[src/rtl/trap_entry_pkg.sv]
package trap_entry_pkg;
  typedef enum logic [1:0] {
    LVL_IDLE   = 2'd0,
    LVL_TRAP   = 2'd1,
    LVL_DOUBLE = 2'd2,
    LVL_TRIPLE = 2'd3
  } fault_lvl_e;

  typedef enum logic [1:0] {
    TV_DIRECT   = 2'd0,
    TV_VECTORED = 2'd1,
    TV_RSVD2    = 2'd2,
    TV_RSVD3    = 2'd3
  } tvec_mode_e;
endpackage

[src/rtl/tvec_reg.sv]
module tvec_reg #(
  parameter int unsigned XLEN      = 32,
  parameter logic [XLEN-1:0] RST_VAL = '0
) (
  input  logic            clk_i,
  input  logic            rst_ni,
  input  logic            we_i,
  input  logic [XLEN-1:0] wdata_i,
  output logic [XLEN-1:0] tvec_o,
  output logic            init_o
);
  logic [XLEN-1:0] tvec_q;
  logic            init_q;

  always_ff @(posedge clk_i or negedge rst_ni) begin
    if (!rst_ni) begin
      tvec_q <= RST_VAL;
      init_q <= 1'b0;
    end else if (we_i) begin
      tvec_q <= wdata_i;
      init_q <= 1'b1;
    end
  end

  assign tvec_o = tvec_q;
  assign init_o = init_q;
endmodule

[src/rtl/trap_target.sv]
module trap_target
  import trap_entry_pkg::*;
#(
  parameter int unsigned XLEN    = 32,
  parameter int unsigned CAUSE_W = 5
) (
  input  logic [XLEN-1:0]    tvec_i,
  input  logic               irq_i,
  input  logic [CAUSE_W-1:0] cause_i,
  output logic [XLEN-1:0]    pc_o
);
  localparam int unsigned PAD_W = XLEN - CAUSE_W - 2;

  tvec_mode_e      mode;
  logic [XLEN-1:0] base;
  logic [XLEN-1:0] offset;

  assign mode = tvec_mode_e'(tvec_i[1:0]);
  assign base = {tvec_i[XLEN-1:2], 2'b00};

  generate
    if (PAD_W > 0) begin : g_pad
      assign offset = {{PAD_W{1'b0}}, cause_i, 2'b00};
    end else begin : g_trunc
      assign offset = {cause_i[XLEN-3:0], 2'b00};
    end
  endgenerate

  // reserved modes fall back to direct
  always_comb begin
    pc_o = base;
    if (mode == TV_VECTORED && irq_i) pc_o = base + offset;
  end
endmodule

[src/rtl/fault_ctrl.sv]
module fault_ctrl
  import trap_entry_pkg::*;
#(
  parameter bit ESCALATE    = 1'b0,
  parameter bit HALT_UNINIT = 1'b1
) (
  input  logic       clk_i,
  input  logic       rst_ni,
  input  logic       trap_req_i,
  input  logic       init_i,
  input  logic       retire_i,
  input  logic       mret_i,
  output logic       take_o,
  output logic       halt_o,
  output logic       priv_m_o,
  output logic [1:0] level_o
);
  fault_lvl_e level_q, level_d;
  logic       halt_q, priv_q;
  logic       nested, uninit_stop, nest_stop, halt_now, take;

  assign nested      = (level_q != LVL_IDLE);
  assign uninit_stop = HALT_UNINIT && !init_i;
  assign nest_stop   = nested && (!ESCALATE || level_q != LVL_TRAP);
  assign halt_now    = trap_req_i && !halt_q && (uninit_stop || nest_stop);
  assign take        = trap_req_i && !halt_q && !halt_now;

  always_comb begin
    level_d = level_q;
    if (halt_q) begin
      level_d = level_q;
    end else if (halt_now) begin
      if (nested) level_d = (level_q == LVL_DOUBLE) ? LVL_TRIPLE : LVL_DOUBLE;
    end else if (take) begin
      level_d = nested ? LVL_DOUBLE : LVL_TRAP;
    end else if (retire_i || mret_i) begin
      level_d = LVL_IDLE;
    end
  end

  always_ff @(posedge clk_i or negedge rst_ni) begin
    if (!rst_ni) begin
      level_q <= LVL_IDLE;
      halt_q  <= 1'b0;
      priv_q  <= 1'b1;
    end else begin
      level_q <= level_d;
      if (halt_now) halt_q <= 1'b1;
      if (take) priv_q <= 1'b1;
      else if (mret_i && !halt_q) priv_q <= 1'b0;
    end
  end

  assign take_o   = take;
  assign halt_o   = halt_q;
  assign priv_m_o = priv_q;
  assign level_o  = level_q;
endmodule

[src/rtl/trap_entry_ctrl.sv]
module trap_entry_ctrl #(
  parameter int unsigned XLEN        = 32,
  parameter int unsigned CAUSE_W     = 5,
  parameter logic [XLEN-1:0] HALT_ADDR = 32'h0000_0100,
  parameter bit          ESCALATE    = 1'b0,
  parameter bit          HALT_UNINIT = 1'b1
) (
  input  logic               clk_i,
  input  logic               rst_ni,
  input  logic               csr_we_i,
  input  logic [XLEN-1:0]    csr_wdata_i,
  output logic [XLEN-1:0]    csr_rdata_o,
  input  logic               trap_req_i,
  input  logic               trap_irq_i,
  input  logic [CAUSE_W-1:0] trap_cause_i,
  input  logic               handler_ret_i,
  input  logic               mret_i,
  output logic               redirect_valid_o,
  output logic [XLEN-1:0]    redirect_pc_o,
  output logic               priv_m_o,
  output logic               tvec_init_o,
  output logic [1:0]         fault_level_o,
  output logic               halt_o
);
  logic [XLEN-1:0] tvec;
  logic            init;
  logic            take;

  tvec_reg #(.XLEN(XLEN), .RST_VAL(HALT_ADDR)) u_tvec (
    .clk_i  (clk_i),
    .rst_ni (rst_ni),
    .we_i   (csr_we_i),
    .wdata_i(csr_wdata_i),
    .tvec_o (tvec),
    .init_o (init)
  );

  trap_target #(.XLEN(XLEN), .CAUSE_W(CAUSE_W)) u_target (
    .tvec_i (tvec),
    .irq_i  (trap_irq_i),
    .cause_i(trap_cause_i),
    .pc_o   (redirect_pc_o)
  );

  fault_ctrl #(.ESCALATE(ESCALATE), .HALT_UNINIT(HALT_UNINIT)) u_fault (
    .clk_i     (clk_i),
    .rst_ni    (rst_ni),
    .trap_req_i(trap_req_i),
    .init_i    (init),
    .retire_i  (handler_ret_i),
    .mret_i    (mret_i),
    .take_o    (take),
    .halt_o    (halt_o),
    .priv_m_o  (priv_m_o),
    .level_o   (fault_level_o)
  );

  assign csr_rdata_o      = tvec;
  assign tvec_init_o      = init;
  assign redirect_valid_o = take;
endmodule

[config.mk]
export PLATFORM = sky130hd
export DESIGN_NAME = trap_entry_ctrl
export DESIGN_NICKNAME = d
export VERILOG_FILES = /design/src/rtl/trap_entry_pkg.sv /design/src/rtl/tvec_reg.sv /design/src/rtl/trap_target.sv /design/src/rtl/fault_ctrl.sv /design/src/rtl/trap_entry_ctrl.sv
export SDC_FILE = /design/constraint.sdc
export NUM_CORES = 1
export LEC_CHECK = 0
export BUFFER_PORTS_ARGS = -buffer_cell sky130_fd_sc_hd__buf_4
export CORE_UTILIZATION = 45
export DETAILED_ROUTE_END_ITERATION = 8
export GPL_ROUTABILITY_DRIVEN = 0
export PLACE_DENSITY = 0.92
export SLEW_MARGIN = 20
export SYNTH_ARGS = -nofsm -noshare
export SYNTH_HDL_FRONTEND = slang
export SYNTH_SLANG_ARGS = --single-unit
[constraint.sdc]
create_clock -name clk_i -period 5.5 [get_ports clk_i]
set_input_delay 0.275 -clock clk_i [delete_from_list [all_inputs] [get_ports clk_i]]
set_output_delay 0.275 -clock clk_i [all_outputs]
set_load 0.01 [all_outputs]
Yosys cells after proc, flatten, opt, wreduce, memory -nomap -nowiden
Index checks and enable logic that the tools add are counted.
W data, S select, Z words.
{"block": "word_totals", "register_bits": 37, "latchBits": 0, "ram_bits": 0, "romBits": 0, "inputBits": 44, "out_inout_bits": 70, "elab_cells": 33, "n_memories": 0}
{"block": "op_classes", "n_addsub": 1, "mul": 0, "n_div": 0, "n_lt_le_gt_ge": 0, "n_eq_ne": 3, "shifts": 0, "muxes": 9, "n_bitwise": 1, "n_reduce_logical": 14}
{"cell": "$add A32 B7 Y32", "n": 1}
{"cell": "$mux W32", "n": 1}
{"cell": "$mux W2", "n": 5}
{"cell": "$logic_and A1 B1 Y1", "n": 5}
{"cell": "$reduce_bool A2 Y1", "n": 2}
{"cell": "$logic_not A1 Y1", "n": 3}
{"cell": "$mux W1", "n": 3}
{"cell": "$reduce_and A3 Y1", "n": 1}
{"cell": "$reduce_bool A3 Y1", "n": 1}
{"cell": "$eq A2 B1 Y1 const B", "n": 1}
{"cell": "$eq A2 B2 Y1 const B", "n": 1}
{"cell": "$logic_or A1 B1 Y1", "n": 2}
{"cell": "$ne A2 B1 Y1 const B", "n": 1}
{"cell": "$not A1 Y1", "n": 1}

Depth between registers and ports, before layout
{"block": "depth", "ltp_word": 7, "depth_mapped": 8, "ltp_nobuf": 7}

Hierarchy
A second synthesis with hierarchy kept.
{"block": "unflattened", "cells_unflattened": 197, "area_unflattened_um2": 2328.5}
{"module": "tvec_reg", "instances": 1, "cells_per_inst": 70, "area_each_um2": 1373.8, "seq_area_each_um2": 827.0}
{"module": "trap_target", "instances": 1, "cells_per_inst": 105, "area_each_um2": 760.7, "seq_area_each_um2": 0.0}
{"module": "fault_ctrl", "instances": 1, "cells_per_inst": 22, "area_each_um2": 193.9, "seq_area_each_um2": 101.3}

Worst setup path after synthesis
Ideal clock, no wire load.
{"block": "synth_timing", "path_kind": "reg-to-output", "from": "register u_tvec.tvec_q[2], in the netlist u_tvec.tvec_o[2]", "to": "output redirect_pc_o[14]", "arrival_ns": 2.025, "required_ns": 5.225, "setup_slack_ns": 3.200, "path_stages_with_launch": 8, "n_path_buf": 0, "cell_sequence": "dfrtp_1 -> ha_1 -> fa_1 -> a211oi_1 -> o21bai_1 -> nor2b_1 -> and3_1 -> xor2_1"}
{"block": "synth_via", "elab_chain_cells": 2}
{"element": "from (decl)", "line": "tvec_reg.sv:12", "rtl": "logic [XLEN-1:0] tvec_q;"}
{"element": "from (signal assigned)", "line": "tvec_reg.sv:20", "rtl": "tvec_q <= wdata_i;"}
{"element": "$add A32 B7 Y32", "line": "trap_target.sv:32", "rtl": "if (mode == TV_VECTORED && irq_i) pc_o = base + offset;"}
{"element": "$mux W32", "line": "trap_target.sv:32"}
{"element": "to (decl)", "line": "trap_entry_ctrl.sv:19", "rtl": "output logic [XLEN-1:0] redirect_pc_o,"}
No other way between the ends.

Worst setup path after layout
Same ends and word-level chain as after synthesis.

==> key figures <==
Run status
  • Status: finished with violations
  • Violated checks: DRC

Synth
  • Distinct cell type count after synthesis: 35
  • Largest family of logic cells by synthesized area: simple AND/OR/NAND/NOR gates
  • Prevailing post-synth register cell: dfrtp_1
  • Mean Syn Cell Area: 10.09 um^2
  • Ys async rst share: 1.000
  • Synth Area in XOR/XNOR: 0.1130
  • Yosys reg bits: 37
  • Compound-Gate Fraction of Synth Area: 0.06547
  • Adder-Cell Fraction of Synth Area: 0.03824
  • Post-Syn Area: approximately 2200 um^2
  • Syn Inst Count: around 210
  • Mux share of post-synthesis cell area: 0.1512
  • Post-synthesis simple-gate area fraction: 0.1761
  • Ys Warns: 0
  • EDFF count, synth: 0
  • Register area share after synthesis: 0.4299

Worst setup path
  • WP data required: approximately 5200 ps
  • Startpoint Class: flip-flop
  • Worst EP arrival: 2530 ps
  • Setup crit end kind: primary output
  • Worst r2r src: u_fault.level_o[1]
  • Reg-to-reg slack, setup: 4550 ps
  • Setup CP Type: flip-flop to primary output
  • Reg2reg end: u_fault.halt_o
  • Worst reg-to-reg path cell count: 3
  • Critical path fanouts, max: 5

Timing
  • Max Fclk: between 300 and 400 MHz
  • Slew Limit Headroom: 0.6604
  • Period minus WS final: approximately 2800 ps
  • Endpoints failing setup: 0
  • Pin slew with the least headroom to its limit: 509.4 ps
  • Final Hold Violating Endpoints: 0
  • Max-slew violation count: 0
  • Setup_tns: 0 ps
  • Final Skew: 1.383 ps
  • Part of the cycle the worst path needs: 0.5102
  • RSZ-0062 raised after global routing: false
  • Post-route worst hold slack: between 200 and 250 ps

Route
  • Met2 wire length: 2.697 mm
  • DR WL met3: around 480 um
  • DR WL/cell: roughly 14 um
  • DRT Pass-1 Iters: 6
  • Routed Antenna Nets: 0
  • Met1 WL: 2.147 mm
  • Via density: 5.190
  • Iter 0 DRT Violations: 100
  • Top Metal Used: met4
  • Vias: 1,967
  • Routed WL: 5.374 mm
  • Drc violations: 9

Die
  • Die Footprint: 5080 um^2
  • Row count: 24
  • Initial Utilization: 0.4827
  • Die X: 71.28 um
  • # IOs: roughly 110
  • Die height: approximately 70 um
  • Core Box Area: ~4500 um^2

Power and ir drop
  • LEAKAGE: 1.492 nW
  • Worst IR drop on VDD: between 200 and 250 uV
  • Power Dens Cells: 269.9 nW/um^2

Clock network
  • Htree depth: 2
  • TritonCTS clock tree: built
  • Sink Count: 37
  • Reg clk slew, reported paths: around 70 ps
  • Cts bufs inserted: 5
  • Clk root buf: clkbuf_8
  • Clk buf depth: 2
  • Skew-Pair Late Insertion Delay: 280 ps
  • CTS resizes: 0

Final layout
  • Fraction of layout cells with a size suffix above 1: 0.4679
  • Area growth from synthesis to layout: 46.70%
  • ANT cells: 0
  • Final net count: between 300 and 400

Worst hold path
  • Worst Hold Depth: 3
  • HP Start: csr_wdata_i[29]
  • Hold endpoint: u_tvec.tvec_o[29]
  • Hold Crit Class: input port to flip-flop

Place
  • Post-DP HPWL: 4.126 mm
  • Input/output buffers: about 110

Global routing
  • GRT Total Usage: 0.2168
  • Total congestion overflow: 0
  • Largest net degree at the start of global routing: 38
  • Initial antenna violation count: 0
  • Vias in the first global route: 1,942
  • Global-route wire length before repair: approximately 8.6 mm

Run
  • Max-cap violations: 0
[kinds of logic (layout without fill, tap and decap cells)]
logic type,after synthesis,count (layout)
adders and majority gates,6,6
buffers and inverters,12,124
other,1,2
muxes,29,29
DFF,37,37
AOI/OAI and AO/OA,25,25
xor gates and xnor gates,27,27
and+or+nand+nor,77,77
[critical path, cell delays in order, from the launching register on]
cell	delay [ps]
dfrtp_1	410
ha_1	240
fa_1	430
a211oi_1	330
o21bai_1	150
nor2b_1	200
and3_1	200
xor2_1	140
buf_4	150
[where the power goes]
group | internal [mW] | total [mW] | switching (mW) | leakage (nW)
clock | 0.180 | 0.273 | 0.0933 | 0.0681
sequential | 0.305 | 0.345 | 0.0406 | 0.424
combinational | 0.135 | 0.236 | 0.102 | 1.00
[per-stage QoR]
stage               std cells  instance area (um^2)  setup WS [ps]  power [mW]    util
global placement          370                  3024           3060      0.5799  0.6759
CTS                       379                  3168           2692      0.8649  0.7081
finish                    379                  3168           2694      0.8550  0.7081
global route              379                  3168           2542      0.9006  0.7081
floorplan                 215                  2163           3200      0.4539       -
detailed placement        370                  3024           3014      0.5877  0.6759
[area by class of cell]
cell class | instances | area, um^2
Fill cell | 350 | 1306
Multi-Input combinational cell | 166 | 1182
Sequential cell | 37 | 928.4
Timing Repair Buffer | 112 | 843.3
Clock buffer | 5 | 68.82
Clock inverter | 3 | 65.06
Tap cell | 52 | 65.06
Inverter | 4 | 15.01
[cells in the mapped netlist (2+ instances only)]
| library cell | instances | area (um^2) |
|---|---|---|
| a211oi_1 | 2 | 15.01 |
| a21o_1 | 2 | 15.01 |
| a21oi_1 | 4 | 20.02 |
| and3_1 | 6 | 37.54 |
| buf_1 | 2 | 7.510 |
| buf_4 | 2 | 15.01 |
| clkbuf_1 | 4 | 15.01 |
| dfrtp_1 | 35 | 875.8 |
| dfstp_2 | 2 | 52.55 |
| ha_1 | 5 | 62.56 |
| inv_1 | 4 | 15.01 |
| mux2_2 | 29 | 326.6 |
| nand2_1 | 29 | 108.9 |
| nand2b_1 | 2 | 12.51 |
| nand3_1 | 5 | 25.02 |
| nand4_1 | 8 | 50.05 |
| nor2_1 | 14 | 52.55 |
| nor2b_1 | 3 | 18.77 |
| nor3_1 | 2 | 10.01 |
| o21ai_0 | 15 | 75.07 |
| xnor2_1 | 16 | 140.1 |
| xor2_1 | 10 | 87.58 |
[worst max path at each step]
| stage | depth (start not counted) | from | endpoint |
|---|---|---|---|
| CTS | 8 | u_tvec.tvec_o[2] | redirect_pc_o[14] |
| global route | 8 | u_tvec.tvec_o[2] | redirect_pc_o[14] |
| global placement | 7 | u_tvec.tvec_o[3] | redirect_pc_o[31] |
| detailed placement | 8 | u_tvec.tvec_o[2] | redirect_pc_o[14] |
| finish | 8 | u_tvec.tvec_o[2] | redirect_pc_o[14] |
| floorplan | 7 | u_tvec.tvec_o[2] | redirect_pc_o[14] |
[what timing repair did]
item                                   CTS  global route
setup buffers                            0             0
hold buffers                             1             0
endpoints found under the hold margin   35             0
[layer usage]
metal,vias to the layer above,global-route usage
met5,-,0
met4,0,0.05333
met3,6,0.07173
met2,83,0.4011
met1,918,0.2390
li1,960,-
[cells in the final DEF, fill, tap and decap left out, drive strengths merged, types with 2 or more instances in the layout]
cell / count
nand4: 8
buf: 111
dfstp: 2
nor3: 2
nand3: 5
a211oi: 2
conb: 2
xnor2: 17
a21o: 2
o21ai: 15
nand2: 29
clkbuf: 5
ha: 5
mux2: 29
and3: 6
bufinv: 2
xor2: 10
nand2b: 2
nor2: 14
nor2b: 3
inv: 4
dfrtp: 35
a21oi: 4
[registers in the layout (all words and copies together) (netlist names)]
register,cells
u_fault.halt_o,1
u_tvec.init_o,1
u_fault.level_o,2
u_fault.priv_m_o,1
u_tvec.tvec_o,32
Power figures use the tool's default switching activity.
